<file path="config.mk">
export PLATFORM = sky130hd
export DESIGN_NAME = fwd_check_top
export DESIGN_NICKNAME = d
export VERILOG_FILES = /design/src/rtl/fwd_pkg.sv /design/src/rtl/fwd_overlap.sv /design/src/rtl/fwd_align.sv /design/src/rtl/fwd_stall_rec.sv /design/src/rtl/fwd_check_top.sv
export SDC_FILE = /design/constraint.sdc
export NUM_CORES = 1
export LEC_CHECK = 0
export ABC_AREA = 0
export BUFFER_PORTS_ARGS = -buffer_cell sky130_fd_sc_hd__buf_2
export CAP_MARGIN = 20
export CORE_UTILIZATION = 45
export CTS_BUF_LIST = sky130_fd_sc_hd__clkbuf_8
export DETAILED_ROUTE_END_ITERATION = 7
export GPL_TIMING_DRIVEN = 0
export PLACE_DENSITY = 0.81
export SYNTH_ARGS = -nofsm -noshare
export SYNTH_HDL_FRONTEND = slang
export SYNTH_SLANG_ARGS = --single-unit
</file>
<file path="constraint.sdc">
create_clock -name clk -period 7.8 [get_ports clk]
set_input_delay 1.56 -clock clk [delete_from_list [all_inputs] [get_ports clk]]
set_output_delay 1.56 -clock clk [all_outputs]
set_load 0.1 [all_outputs]
</file>
<file path="src/rtl/fwd_pkg.sv">
package fwd_pkg;

    typedef enum logic [2:0] {
        OUT_MEM     = 3'd0,
        OUT_FWD     = 3'd1,
        OUT_RETRY   = 3'd2,
        OUT_FAULT   = 3'd3,
        OUT_BLOCKED = 3'd4
    } outcome_e;

    typedef enum logic [1:0] {
        ST_IDLE = 2'd0,
        ST_SCAN = 2'd1,
        ST_RESP = 2'd2
    } fsm_e;

    typedef enum logic [1:0] {
        OV_NONE = 2'd0,
        OV_FULL = 2'd1,
        OV_PART = 2'd2
    } overlap_e;

endpackage

</file>
<file path="src/rtl/fwd_overlap.sv">
module fwd_overlap
    import fwd_pkg::*;
#(
    parameter int AW  = 16,
    parameter int SZW = 4
) (
    input  logic [AW-1:0]  ld_addr,
    input  logic [SZW-1:0] ld_size,
    input  logic [AW-1:0]  st_addr,
    input  logic [SZW-1:0] st_size,
    output overlap_e       ov
);
    localparam int EW = AW + 1;

    logic [EW-1:0] ld_lo, ld_hi, st_lo, st_hi;
    logic lo_inside, hi_inside, lo_touch, hi_touch;

    always_comb begin
        ld_lo = {1'b0, ld_addr};
        st_lo = {1'b0, st_addr};
        ld_hi = ld_lo + EW'(ld_size);
        st_hi = st_lo + EW'(st_size);
        lo_inside = (ld_lo >= st_lo);
        hi_inside = (ld_hi <= st_hi);
        lo_touch  = (ld_lo <  st_hi);
        hi_touch  = (ld_hi >  st_lo);
        if (st_size == '0) begin
            ov = OV_NONE;
        end else if (lo_inside && hi_inside) begin
            ov = OV_FULL;
        end else if ((lo_inside && lo_touch) || (hi_inside && hi_touch) ||
                     (lo_touch && hi_touch)) begin
            ov = OV_PART;
        end else begin
            ov = OV_NONE;
        end
    end
endmodule

</file>
<file path="src/rtl/fwd_align.sv">
module fwd_align #(
    parameter int AW  = 16,
    parameter int DW  = 64,
    parameter int SZW = 4
) (
    input  logic [DW-1:0]  st_data,
    input  logic [SZW-1:0] st_size,
    input  logic [AW-1:0]  ld_addr,
    input  logic [SZW-1:0] ld_size,
    output logic [DW-1:0]  fwd_data
);
    localparam int NB   = DW / 8;
    localparam int OFFW = (NB > 1) ? $clog2(NB) : 1;

    logic [SZW-1:0]  size_m1;
    logic [OFFW-1:0] byte_off;
    logic [DW-1:0]   shifted;

    always_comb begin
        size_m1  = st_size - SZW'(1);
        byte_off = ld_addr[OFFW-1:0] & size_m1[OFFW-1:0];
        shifted  = st_data >> {byte_off, 3'b000};
    end

    for (genvar b = 0; b < NB; b++) begin : g_mask
        assign fwd_data[b*8 +: 8] = (SZW'(b) < ld_size) ? shifted[b*8 +: 8] : 8'h00;
    end
endmodule

</file>
<file path="src/rtl/fwd_stall_rec.sv">
module fwd_stall_rec #(
    parameter int SEQW = 16,
    parameter int LQW  = 3
) (
    input  logic            clk,
    input  logic            rst_n,
    input  logic            retry_evt,
    input  logic [SEQW-1:0] ld_seq,
    input  logic [LQW-1:0]  ld_idx,
    input  logic [SEQW-1:0] st_seq,
    input  logic            release_i,
    output logic            active,
    output logic [SEQW-1:0] store_seq,
    output logic [LQW-1:0]  load_idx
);
    logic [SEQW-1:0] load_seq_q;
    logic            take;

    assign take = retry_evt && (!active || (ld_seq < load_seq_q));

    always_ff @(posedge clk or negedge rst_n) begin
        if (!rst_n) begin
            active     <= 1'b0;
            store_seq  <= '0;
            load_idx   <= '0;
            load_seq_q <= '0;
        end else if (take) begin
            active     <= 1'b1;
            store_seq  <= st_seq;
            load_idx   <= ld_idx;
            load_seq_q <= ld_seq;
        end else if (release_i) begin
            active     <= 1'b0;
        end
    end
endmodule

</file>
<file path="src/rtl/fwd_check_top.sv">
module fwd_check_top
    import fwd_pkg::*;
#(
    parameter int AW       = 16,
    parameter int DW       = 64,
    parameter int SQ_DEPTH = 8,
    parameter int LQ_DEPTH = 8,
    parameter int SEQW     = 16,
    localparam int SQW     = $clog2(SQ_DEPTH),
    localparam int LQW     = $clog2(LQ_DEPTH),
    localparam int SZW     = $clog2(DW / 8) + 1
) (
    input  logic            clk,
    input  logic            rst_n,
    input  logic            ld_req,
    input  logic [AW-1:0]   ld_addr,
    input  logic [SZW-1:0]  ld_size,
    input  logic [SQW-1:0]  ld_sq_idx,
    input  logic [LQW-1:0]  ld_idx,
    input  logic [SEQW-1:0] ld_seq,
    input  logic            ld_uncache,
    input  logic            ld_at_head,
    input  logic            ld_commit_ok,
    input  logic [SQW-1:0]  wb_ptr,
    input  logic            cache_blocked,
    output logic [SQW-1:0]  sq_rd_idx,
    input  logic [AW-1:0]   sq_rd_addr,
    input  logic [SZW-1:0]  sq_rd_size,
    input  logic [DW-1:0]   sq_rd_data,
    input  logic            sq_rd_done,
    input  logic [SEQW-1:0] sq_rd_seq,
    output logic            busy,
    output logic            rsp_valid,
    output logic [2:0]      rsp_kind,
    output logic [DW-1:0]   rsp_data,
    output logic            ld_blocked,
    input  logic            blk_ack,
    output logic            stall_active,
    output logic [SEQW-1:0] stall_store_seq,
    output logic [LQW-1:0]  stall_load_idx,
    input  logic            stall_release
);
    fsm_e            state_q, state_d;
    logic [AW-1:0]   l_addr_q;
    logic [SZW-1:0]  l_size_q;
    logic [LQW-1:0]  l_idx_q;
    logic [SEQW-1:0] l_seq_q;
    logic [SQW-1:0]  cur_q, prev_idx;
    outcome_e        rsp_kind_q;
    logic [DW-1:0]   rsp_data_q;
    logic            blocked_q;

    overlap_e        ov;
    logic [DW-1:0]   aligned;
    logic            accept, bad_uncache;
    logic            at_end, hit_full, hit_live_part, decide;

    // ---------------------------------------------------------------
    // Combinational search step
    // ---------------------------------------------------------------
    assign prev_idx  = (cur_q == '0) ? SQW'(SQ_DEPTH - 1) : cur_q - 1'b1;
    assign sq_rd_idx = prev_idx;

    fwd_overlap #(.AW(AW), .SZW(SZW)) u_overlap (
        .ld_addr (l_addr_q),
        .ld_size (l_size_q),
        .st_addr (sq_rd_addr),
        .st_size (sq_rd_size),
        .ov      (ov)
    );

    fwd_align #(.AW(AW), .DW(DW), .SZW(SZW)) u_align (
        .st_data  (sq_rd_data),
        .st_size  (sq_rd_size),
        .ld_addr  (l_addr_q),
        .ld_size  (l_size_q),
        .fwd_data (aligned)
    );

    always_comb begin
        accept        = (state_q == ST_IDLE) && ld_req;
        bad_uncache   = ld_uncache && !(ld_at_head && ld_commit_ok);
        at_end        = (cur_q == wb_ptr);
        hit_full      = !at_end && (ov == OV_FULL);
        hit_live_part = !at_end && (ov == OV_PART) && !sq_rd_done;
        decide        = at_end || hit_full || hit_live_part;
    end

    // ---------------------------------------------------------------
    // State register
    // ---------------------------------------------------------------
    always_ff @(posedge clk or negedge rst_n) begin
        if (!rst_n) state_q <= ST_IDLE;
        else        state_q <= state_d;
    end

    always_comb begin
        state_d = state_q;
        unique case (state_q)
            ST_IDLE: if (accept) state_d = bad_uncache ? ST_RESP : ST_SCAN;
            ST_SCAN: if (decide) state_d = ST_RESP;
            ST_RESP: state_d = ST_IDLE;
            default: state_d = ST_IDLE;
        endcase
    end

    // ---------------------------------------------------------------
    // Load capture, scan pointer and result registers
    // ---------------------------------------------------------------
    always_ff @(posedge clk or negedge rst_n) begin
        if (!rst_n) begin
            l_addr_q   <= '0;
            l_size_q   <= '0;
            l_idx_q    <= '0;
            l_seq_q    <= '0;
            cur_q      <= '0;
            rsp_kind_q <= OUT_MEM;
            rsp_data_q <= '0;
        end else begin
            if (accept) begin
                l_addr_q <= ld_addr;
                l_size_q <= ld_size;
                l_idx_q  <= ld_idx;
                l_seq_q  <= ld_seq;
                cur_q    <= ld_sq_idx;
                if (bad_uncache) begin
                    rsp_kind_q <= OUT_FAULT;
                    rsp_data_q <= '0;
                end
            end
            if (state_q == ST_SCAN) begin
                if (at_end) begin
                    rsp_kind_q <= cache_blocked ? OUT_BLOCKED : OUT_MEM;
                    rsp_data_q <= '0;
                end else if (hit_full) begin
                    rsp_kind_q <= OUT_FWD;
                    rsp_data_q <= aligned;
                end else if (hit_live_part) begin
                    rsp_kind_q <= OUT_RETRY;
                    rsp_data_q <= '0;
                end else begin
                    cur_q <= prev_idx;
                end
            end
        end
    end

    // ---------------------------------------------------------------
    // Sticky blocked flag
    // ---------------------------------------------------------------
    always_ff @(posedge clk or negedge rst_n) begin
        if (!rst_n)                                             blocked_q <= 1'b0;
        else if ((state_q == ST_SCAN) && at_end && cache_blocked) blocked_q <= 1'b1;
        else if (blk_ack)                                        blocked_q <= 1'b0;
    end

    // ---------------------------------------------------------------
    // Oldest-stalled-load record
    // ---------------------------------------------------------------
    fwd_stall_rec #(.SEQW(SEQW), .LQW(LQW)) u_stall (
        .clk       (clk),
        .rst_n     (rst_n),
        .retry_evt ((state_q == ST_SCAN) && hit_live_part),
        .ld_seq    (l_seq_q),
        .ld_idx    (l_idx_q),
        .st_seq    (sq_rd_seq),
        .release_i (stall_release),
        .active    (stall_active),
        .store_seq (stall_store_seq),
        .load_idx  (stall_load_idx)
    );

    // ---------------------------------------------------------------
    // Outputs
    // ---------------------------------------------------------------
    always_comb begin
        busy       = (state_q != ST_IDLE);
        rsp_valid  = (state_q == ST_RESP);
        rsp_kind   = rsp_kind_q;
        rsp_data   = rsp_data_q;
        ld_blocked = blocked_q;
    end
endmodule

</file>
=== After elaboration in Yosys (flattened, before gate mapping) ===
Index checks and enable logic that the tools add are counted.

* Flip-flop bits (word level): 148
* Input port bits: 155

* Bitwise logic cells: 1
* Order comparisons: 13
* Multiplexer cells: 38
* $add $sub $neg: 4
* Shift-type cells: 1
* Reduce and logical (&&, ||, !) cells: 30
* Equal/unequal tests: 7

{| class="wikitable"
|+ Operators with widths
! kind !! number
|-
| 64-bit 2-to-1 mux || 6
|-
| 8-bit 2-to-1 mux || 8
|-
| 64-bit by 6-bit right shift with 64-bit output || 1
|-
| 3-bit 2-to-1 mux || 13
|-
| 16-bit by 4-bit adder with 17-bit output || 2
|-
| 17-bit by 16-bit greater-than comparator with 1-bit output || 1
|-
| 17-bit less-or-equal comparator || 1
|-
| 16-bit by 17-bit < comparator with 1-bit output || 1
|-
| 16-bit >= comparator || 1
|-
| 16-bit < comparator || 1
|-
| 3-bit by 4-bit < comparator with 1-bit output (first input constant) || 4
|-
| 1-bit logical AND || 14
|-
| 2-bit 2-to-1 mux || 6
|-
| 1-bit by 4-bit < comparator with 1-bit output (first input constant) || 2
|-
| 2-bit by 4-bit < comparator with 1-bit output (first input constant) || 2
|-
| 2-bit nonzero test || 3
|-
| 3-bit by 1-bit subtractor with 3-bit output (second input constant) || 2
|-
| 1-bit logical OR || 5
|-
| 2-bit by 1-bit equality test with 1-bit output (second input constant) || 2
|-
| 2-bit equality test (second input constant) || 2
|-
| 1-bit zero test || 4
|-
| 4-bit zero test || 1
|-
| 1-bit 2-to-1 mux || 4
|-
| 2-bit != test (second input constant) || 2
|-
| other kinds (6) || 6
|}

=== Depth between registers and ports, before layout ===
Gate-level depths: netlist of the first run.

* Depth in word-level cells: 15
* Depth in mapped cells: 18
* Gate-level depth less buffers: 16

=== Cells and area by module ===
A second synthesis of the first run with hierarchy kept.

* Cells, all modules: 896
* Area, all modules: 10108.4 µm²

{| class="wikitable"
|+ By module, submodules not included
! module !! cells an instance !! times used !! area an instance (µm²) !! sequential area each (µm²)
|-
| fwd_check_top || 285 || 1 || 4262.8 || 2802.7
|-
| fwd_overlap || 271 || 1 || 2155.8 || 0.0
|-
| fwd_stall_rec || 132 || 1 || 1855.5 || 900.9
|-
| fwd_align || 208 || 1 || 1834.3 || 0.0
|}

=== Worst setup path before layout of the first run ===
No wires, ideal clock.

* Path type: input-to-reg
* Start: input port sq_rd_addr[0]
* End: register u_stall.load_idx[0]
* Arrival time: 5053 ps
* Slack: 2622 ps
* Required time: 7675 ps
* Buffers on the path: 2
* Setup time: 125 ps
* Cell stages on the path: 17
* Cells stage by stage: ha_1 fa_1 a21o_1 a21oi_1 nor2_2 nand2_1 xnor2_1 ha_1 a21oi_1 o21a_1 o21ai_0 o31a_1 o211a_1 or4_1 buf_6 buf_6 mux2_4

* Cells in the longest elaborated chain, start to end: 13

{| class="wikitable"
|+ RTL lines
! what !! line !! text
|-
| start, declared || fwd_check_top.sv:27 || <nowiki>input logic [AW-1:0] sq_rd_addr,</nowiki>
|-
| 16-bit by 4-bit adder with 17-bit output || fwd_overlap.sv:22 || <nowiki>st_hi = st_lo + EW'(st_size);</nowiki>
|-
| 16-bit by 17-bit < comparator with 1-bit output / 17-bit less-or-equal comparator (equally long branches) || fwd_overlap.sv:25, fwd_overlap.sv:24 ||
|-
| 1-bit logical AND || fwd_overlap.sv:31 || <nowiki>end else if ((lo_inside && lo_touch) || (hi_inside && hi_touch) ||</nowiki>
|-
| 1-bit logical OR (2 in a row) || fwd_overlap.sv:31 ||
|-
| 2-bit 2-to-1 mux || fwd_overlap.sv:31 ||
|-
| 2-bit 2-to-1 mux * || fwd_overlap.sv:29 || <nowiki>end else if (lo_inside && hi_inside) begin</nowiki>
|-
| 2-bit 2-to-1 mux * || fwd_overlap.sv:27 || <nowiki>if (st_size == '0) begin</nowiki>
|-
| 2-bit equality test * || fwd_check_top.sv:85 || <nowiki>hit_live_part = !at_end && (ov == OV_PART) && !sq_rd_done;</nowiki>
|-
| 1-bit logical AND * (2 in a row) || fwd_check_top.sv:85 ||
|-
| 1-bit logical AND * || fwd_check_top.sv:163 || <nowiki>.retry_evt ((state_q == ST_SCAN) && hit_live_part),</nowiki>
|-
| 1-bit logical AND * || fwd_stall_rec.sv:19 || <nowiki>assign take = retry_evt && (!active || (ld_seq < load_seq_q));</nowiki>
|-
| end signal, assigned || fwd_stall_rec.sv:30 || <nowiki>load_idx <= ld_idx;</nowiki>
|-
| end, declared || fwd_stall_rec.sv:14 || <nowiki>output logic [LQW-1:0] load_idx</nowiki>
|}

Every way passes the cells marked *; elsewhere a longest branch is shown, timed or not.
A chain may end at the register's enable or synchronous reset.

=== Worst setup path in the final report of the first run ===
* Start: input port sq_rd_addr[0]
* End: register rsp_data_q[1] (netlist: rsp_data[1])

* Cells in the longest elaborated chain, start to end: 15

{| class="wikitable"
|+ RTL lines
! what !! line !! text
|-
| 16-bit by 4-bit adder with 17-bit output || fwd_overlap.sv:22 ||
|-
| 16-bit by 17-bit < comparator with 1-bit output / 17-bit less-or-equal comparator (equally long branches) || fwd_overlap.sv:25, fwd_overlap.sv:24 ||
|-
| 1-bit logical AND || fwd_overlap.sv:31 ||
|-
| 1-bit logical OR (2 in a row) || fwd_overlap.sv:31 ||
|-
| 2-bit 2-to-1 mux || fwd_overlap.sv:31 ||
|-
| 2-bit 2-to-1 mux * || fwd_overlap.sv:29 ||
|-
| 2-bit 2-to-1 mux * || fwd_overlap.sv:27 ||
|-
| 2-bit equality test || fwd_check_top.sv:85 ||
|-
| 1-bit logical AND (2 in a row) || fwd_check_top.sv:85 ||
|-
| 64-bit 2-to-1 mux || fwd_check_top.sv:138 || <nowiki>end else if (hit_live_part) begin</nowiki>
|-
| 64-bit 2-to-1 mux * || fwd_check_top.sv:135 || <nowiki>end else if (hit_full) begin</nowiki>
|-
| 64-bit 2-to-1 mux * || fwd_check_top.sv:132 || <nowiki>if (at_end) begin</nowiki>
|-
| 64-bit 2-to-1 mux * || fwd_check_top.sv:131 || <nowiki>if (state_q == ST_SCAN) begin</nowiki>
|-
| end signal, assigned || fwd_check_top.sv:137 || <nowiki>rsp_data_q <= aligned;</nowiki>
|-
| end, declared || fwd_check_top.sv:50 || <nowiki>logic [DW-1:0] rsp_data_q;</nowiki>
|}

Marked as above.

==> reports/qor.csv, run 1 <==
metric,value,unit
Crit Path Class,input pin to register,
via-per-instance ratio,5.96,
Synthesis Warnings,0,
Synth area leader,dfrtp_1,
synth cell count leaders,"dfrtp_1, nand3_1, nand2_1, ha_1, o21ai_0",
Post-CTS Hold Fix Bufs,0,
postcts setup bufs,0,
outcome,"finished, final reports clean",
CP required,8.13,ns
overall routing resource usage,30.4,%
CTS tree,built,
Main synth FF type,dfrtp_1,
# clock sinks,148,
Initial Util,45.9,%
post-DR wirelength/cell,20.8,um
number of global-route vias before repair,10300,
final hold violations,0,
CP cell instances,"buf_2, ha_1, fa_1, a21o_1, a21oi_1, nor2_2, nand2_1, xnor2_1, ha_1, nand4_1, a311oi_1, o31a_1, nor2_1, nor3_1, buf_2, clkbuf_1, o21ai_0",
library cells used by synthesis,55,
most frequent cell after synthesis,dfrtp_1,
Slew Limit Fails,0,
share of the synthesized area in the top cell type,34.4,%
area grow syn2layout,19.7,%
die area,0.0246,mm2
IO Pins,248,
Core ar.,0.0235,mm2
slowest CP cell,nor3_1,
first-pass GRT wire length,56200,um
first-pass detailed-route iteration total,6,
Cells after Synth,1182,
"Cell Area, Synth",0.0108,mm2
largest net degree at the start of global routing,93,
Final setup viols,0,
"Avg Cell Area, Syn",9.11,um2
Slew headroom,24.0,%
Die X,157,um
Post-synth EDFFs,0,
post-route minimum period,5.83,ns
area occupied by multi-input gates,0.00655,mm2
period utilization,74.7,%
final wirelength,37100,um
setup TNS,0,ns
f_max,172,MHz
share of layout cells above drive strength 1,25.8,%
post-route cell area,0.0129,mm2
sequential area share after synthesis,34.4,%
max_cap viols,0,
initial antenna violation count,1,
clock buffer depth,2,
Placement Cell Area,0.0125,mm2
CP Max Fanout,10,
Die Span Y,157,um
vias,10600,
Fillers,2159,
worst slew pin tran,1.13,ns
fin util,54.9,%
RSZ-0062 raised after global routing,no,
number of DRC markers in iteration 0,853,
residual DRC count,0,
Nets,1699,
register area,0.00370,mm2
CTS clock-pin slew for the worst setup and hold paths,0.10,ns
register bit count reported by yosys,148,
Hold Crit Class,register to register,
worst skew pair latency,0.48,ns
Inserted Clock Buffers,17,
largest cells by area after synthesis,"dfrtp_1, ha_1, nand3_1",
RePlAce Congestion,1.00,
CP Capture Type,register,
"FFs w/ async S/R, synth",100,%
CTS root buffer,clkbuf_8,
Crit path largest cell delay,0.55,ns
I/O Buffers,247,
Worst setup SP type,input pin,
Clock H-tree levels,4,
global route overflow,0,
Routed Antenna Nets,0,
# resized after CTS,0,
reg2reg setup slack,2.69,ns
clock skew,0.0186,ns
post-synth net total,1430,
placement row count,56,
CP arrival,6.16,ns
HPWL Detailed,29200,um
hold_ws,0.505,ns
-- worst paths after layout --
check	from	endpoint	cells after the start
setup / recovery	sq_rd_addr[0]	rsp_data[1]	17
hold / removal	l_idx_q[2]	u_stall.load_idx[2]	1
setup reg to reg	l_addr_q[1]	rsp_data[1]	17
hold reg to reg	l_idx_q[2]	u_stall.load_idx[2]	1
max in group asynchronous	rst_n	l_addr_q[0]	2
min in group asynchronous	rst_n	u_stall.store_seq[10]	1
-- metal layers --
metal | track usage (%) | up-vias | wire [um]
li1 | - | 4890 | -
met1 | 38.6 | 5082 | 15200
met2 | 49.1 | 549 | 17100
met3 | 6.54 | 118 | 2980
met4 | 14.8 | 0 | 1810
met5 | 0 | - | 0
-- sequential cells by signal, summed over array words and instances (netlist names) --
signal	count
cur_q	3
l_addr_q	16
l_idx_q	3
l_seq_q	16
l_size_q	4
ld_blocked	1
rsp_data	64
rsp_kind	3
state_q	2
u_stall.active	1
u_stall.load_idx	3
u_stall.load_seq_q	16
u_stall.store_seq	16
-- worst max-delay path, delay by kind of cell --
| kind | cells | cell delay [ns] |
|---|---|---|
| adder cells (fa/ha/maj) | 3 | 0.97 |
| AND/OR/NAND/NOR | 5 | 1.12 |
| XOR/XNOR | 1 | 0.11 |
| AO/OA/AOI/OAI | 5 | 1.54 |
| buffers and inverters | 3 | 0.86 |
-- cell type report --
class | count | share of cell area [%]
flip-flops and latches | 148 | 28.7
inverters | 52 | 1.51
repair buffers | 250 | 9.97
well taps | 319 | 3.10
clock inverters | 14 | 1.29
clock buffers | 18 | 1.92
plain buffers | 81 | 2.61
diodes | 1 | 0.0194
multi-input cells | 901 | 50.8
-- layout by cell type, fill, tap and decap left out, types with 18 or more instances in the layout --
cell	n
a21o_1	20
a21oi_1	53
a32oi_1	32
and3_1	36
buf_2	247
clkbuf_1	68
clkbuf_8	18
dfrtp_1	148
ha_1	91
inv_1	52
mux2_2	44
mux2_4	29
mux2i_1	51
nand2_1	112
nand3_1	116
nand4_1	19
nor2_1	31
nor3_1	30
o21ai_0	82
xnor2_1	22
-- logic make-up (layout without fill, tap and decap cells) --
group / count (synthesis) / in the layout / share of synthesized area (%)
other cells: 0 / 1 / 0
mux: 124 / 124 / 13.4
fa+ha+maj: 93 / 93 / 10.9
simple gates: 379 / 379 / 17.1
buf+inv: 133 / 415 / 4.94
flops: 148 / 148 / 34.4
xor+xnor: 32 / 32 / 2.60
compound gates: 273 / 273 / 16.6
-- metrics by stage --
| stage | setup slack, ns | cells |
|---|---|---|
| 2_1_floorplan | 2.62 | 1182 |
| 6_report | 1.97 | 1784 |
| 3_5_place_dp | 1.55 | 1751 |
| 5_1_grt | 1.68 | 1784 |
| 3_3_place_gp | 1.60 | 1748 |
| 4_1_cts | 2.05 | 1783 |
Power of run 1 is not shown: default switching activity piles up to over one toggle a cycle in this logic, so the estimate is an artifact.
==> run 2, diff against run 1 <==
- PLACE_DENSITY: 0.81 -> 0.83
- clock period: 7.8 -> 5 ns (I/O delays scaled with it)
==> reports/qor.csv, run 2 (synthesis results as in run 1) <==
metric,value,unit
n_diodes,0,
Inserted Clock Buffers,17,
met3 WL,3080,um
via-per-instance ratio,6.00,
Slew Limit Fails,0,
max FFs per register,64,
Final setup viols,0,
Clock H-tree levels,4,
final wirelength,36600,um
share of layout cells above drive strength 1,26.9,%
die area,0.0246,mm2
CTS root buffer,clkbuf_8,
CP arrival,5.07,ns
Die Span Y,157,um
Crit Path Class,input pin to register,
met2 wire length,16900,um
Worst setup SP type,input pin,
Nets,1702,
post-route cell area,0.0130,mm2
Slew headroom,30.2,%
post-DR wirelength/cell,20.5,um
initial antenna violation count,0,
residual DRC count,0,
f_max,211,MHz
max_cap viols,0,
outcome,"finished, final reports clean",
post-route minimum period,4.73,ns
CP cell instances,"buf_2, ha_1, fa_1, a21o_1, a21oi_2, nor2_2, nand2_1, xnor2_1, ha_1, nand4_1, a311oi_2, o31a_1, nor2_1, or4_1, buf_6, buf_6, mux2_4",
number of DRC markers in iteration 0,879,
largest net degree at the start of global routing,102,
HPWL Detailed,28800,um
Routed Antenna Nets,0,
RSZ-0062 raised after global routing,no,
M1 WL,14800,um
worst slew pin tran,1.04,ns
Core ar.,0.0235,mm2
CTS clock-pin slew for the worst setup and hold paths,0.10,ns
first-pass GRT wire length,56200,um
Post-CTS Hold Fix Bufs,0,
first-pass detailed-route iteration total,8,
# clock sinks,148,
IO Pins,248,
area occupied by multi-input gates,0.00660,mm2
number of global-route vias before repair,10500,
slowest CP cell,or4_1,
Die X,157,um
Fillers,2092,
placement row count,56,
area grow syn2layout,20.4,%
clock skew,0.0160,ns
register area,0.00370,mm2
I/O Buffers,247,
setup TNS,0,ns
worst skew pair latency,0.47,ns
most frequent cells in the layout,"buf_2, dfrtp_1, nand3_1",
global route overflow,0,
setup slack after placement,-0.842,ns
CP Max Fanout,10,
RePlAce Congestion,0.971,
period utilization,94.6,%
Placement Cell Area,0.0125,mm2
"Worst Setup Slack, final",0.269,ns
CP required,5.34,ns
CTS tree,built,
Hold Crit Class,input pin to async pin,
Max Used Layer,met4,
reg2reg setup slack,0.29,ns
Initial Util,45.9,%
CP Capture Type,register,
overall routing resource usage,30.3,%
Crit path largest cell delay,0.54,ns
vias,10700,
clock buffer depth,2,
"commonest non-fill, non-tap cell in the layout",buf_2,
final hold violations,0,
[run 2: layer usage]
layer	global-route usage [%]	up-vias
li1	-	4912
met1	38.8	5114
met2	48.3	576
met3	6.34	120
met4	15.3	0
met5	0	-
[run 2: stage by stage]
stage	instances	hold WS [ns]	util, %
global placement	1748	0.459	52.8
detailed placement	1750	0.472	53.1
floorplan	1182	0.478	-
finish	1786	0.466	55.3
global route	1786	0.490	55.3
CTS	1782	0.479	55.0
[run 2: worst paths after layout]
path                          startpoint               endpoint  cells after the start
max                        sq_rd_addr[0]  u_stall.load_seq_q[3]                     17
max reg2reg                  l_addr_q[0]  u_stall.load_seq_q[3]                     18
min reg2reg                   ld_blocked             ld_blocked                      1
min                                rst_n           rsp_data[19]                      1
max in group asynchronous          rst_n  u_stall.store_seq[13]                      2
min in group clk              ld_blocked             ld_blocked                      1
[run 2: timing repair]
| item | CTS | global route |
|---|---|---|
| setup buffers | 0 | 3 |
| pin swaps | 0 | 2 |
| resized for setup | 4 | 16 |
| endpoints found under the setup margin | 88 | 92 |
| endpoints found under the hold margin | 0 | 0 |
[run 2: worst max-delay path: cells and delay by family]
kind | cells | cell delay [ns]
AOI/OAI and AO/OA | 4 | 1.08
adders and majority gates | 3 | 0.95
muxes | 1 | 0.30
xor gates and xnor gates | 1 | 0.09
and+or+nand+nor | 5 | 1.15
buffers and inverters | 3 | 0.47
[run 2: final cells by class]
| type | instances | share of cell area [%] |
|---|---|---|
| Multi-Input combinational cell | 901 | 50.9 |
| Sequential cell | 148 | 28.6 |
| Timing Repair Buffer | 253 | 10.1 |
| Tap cell | 319 | 3.08 |
| Buffer | 81 | 2.66 |
| Clock buffer | 20 | 2.12 |
| Inverter | 52 | 1.50 |
| Clock inverter | 12 | 1.10 |
Power of run 2 is left out for the same reason.
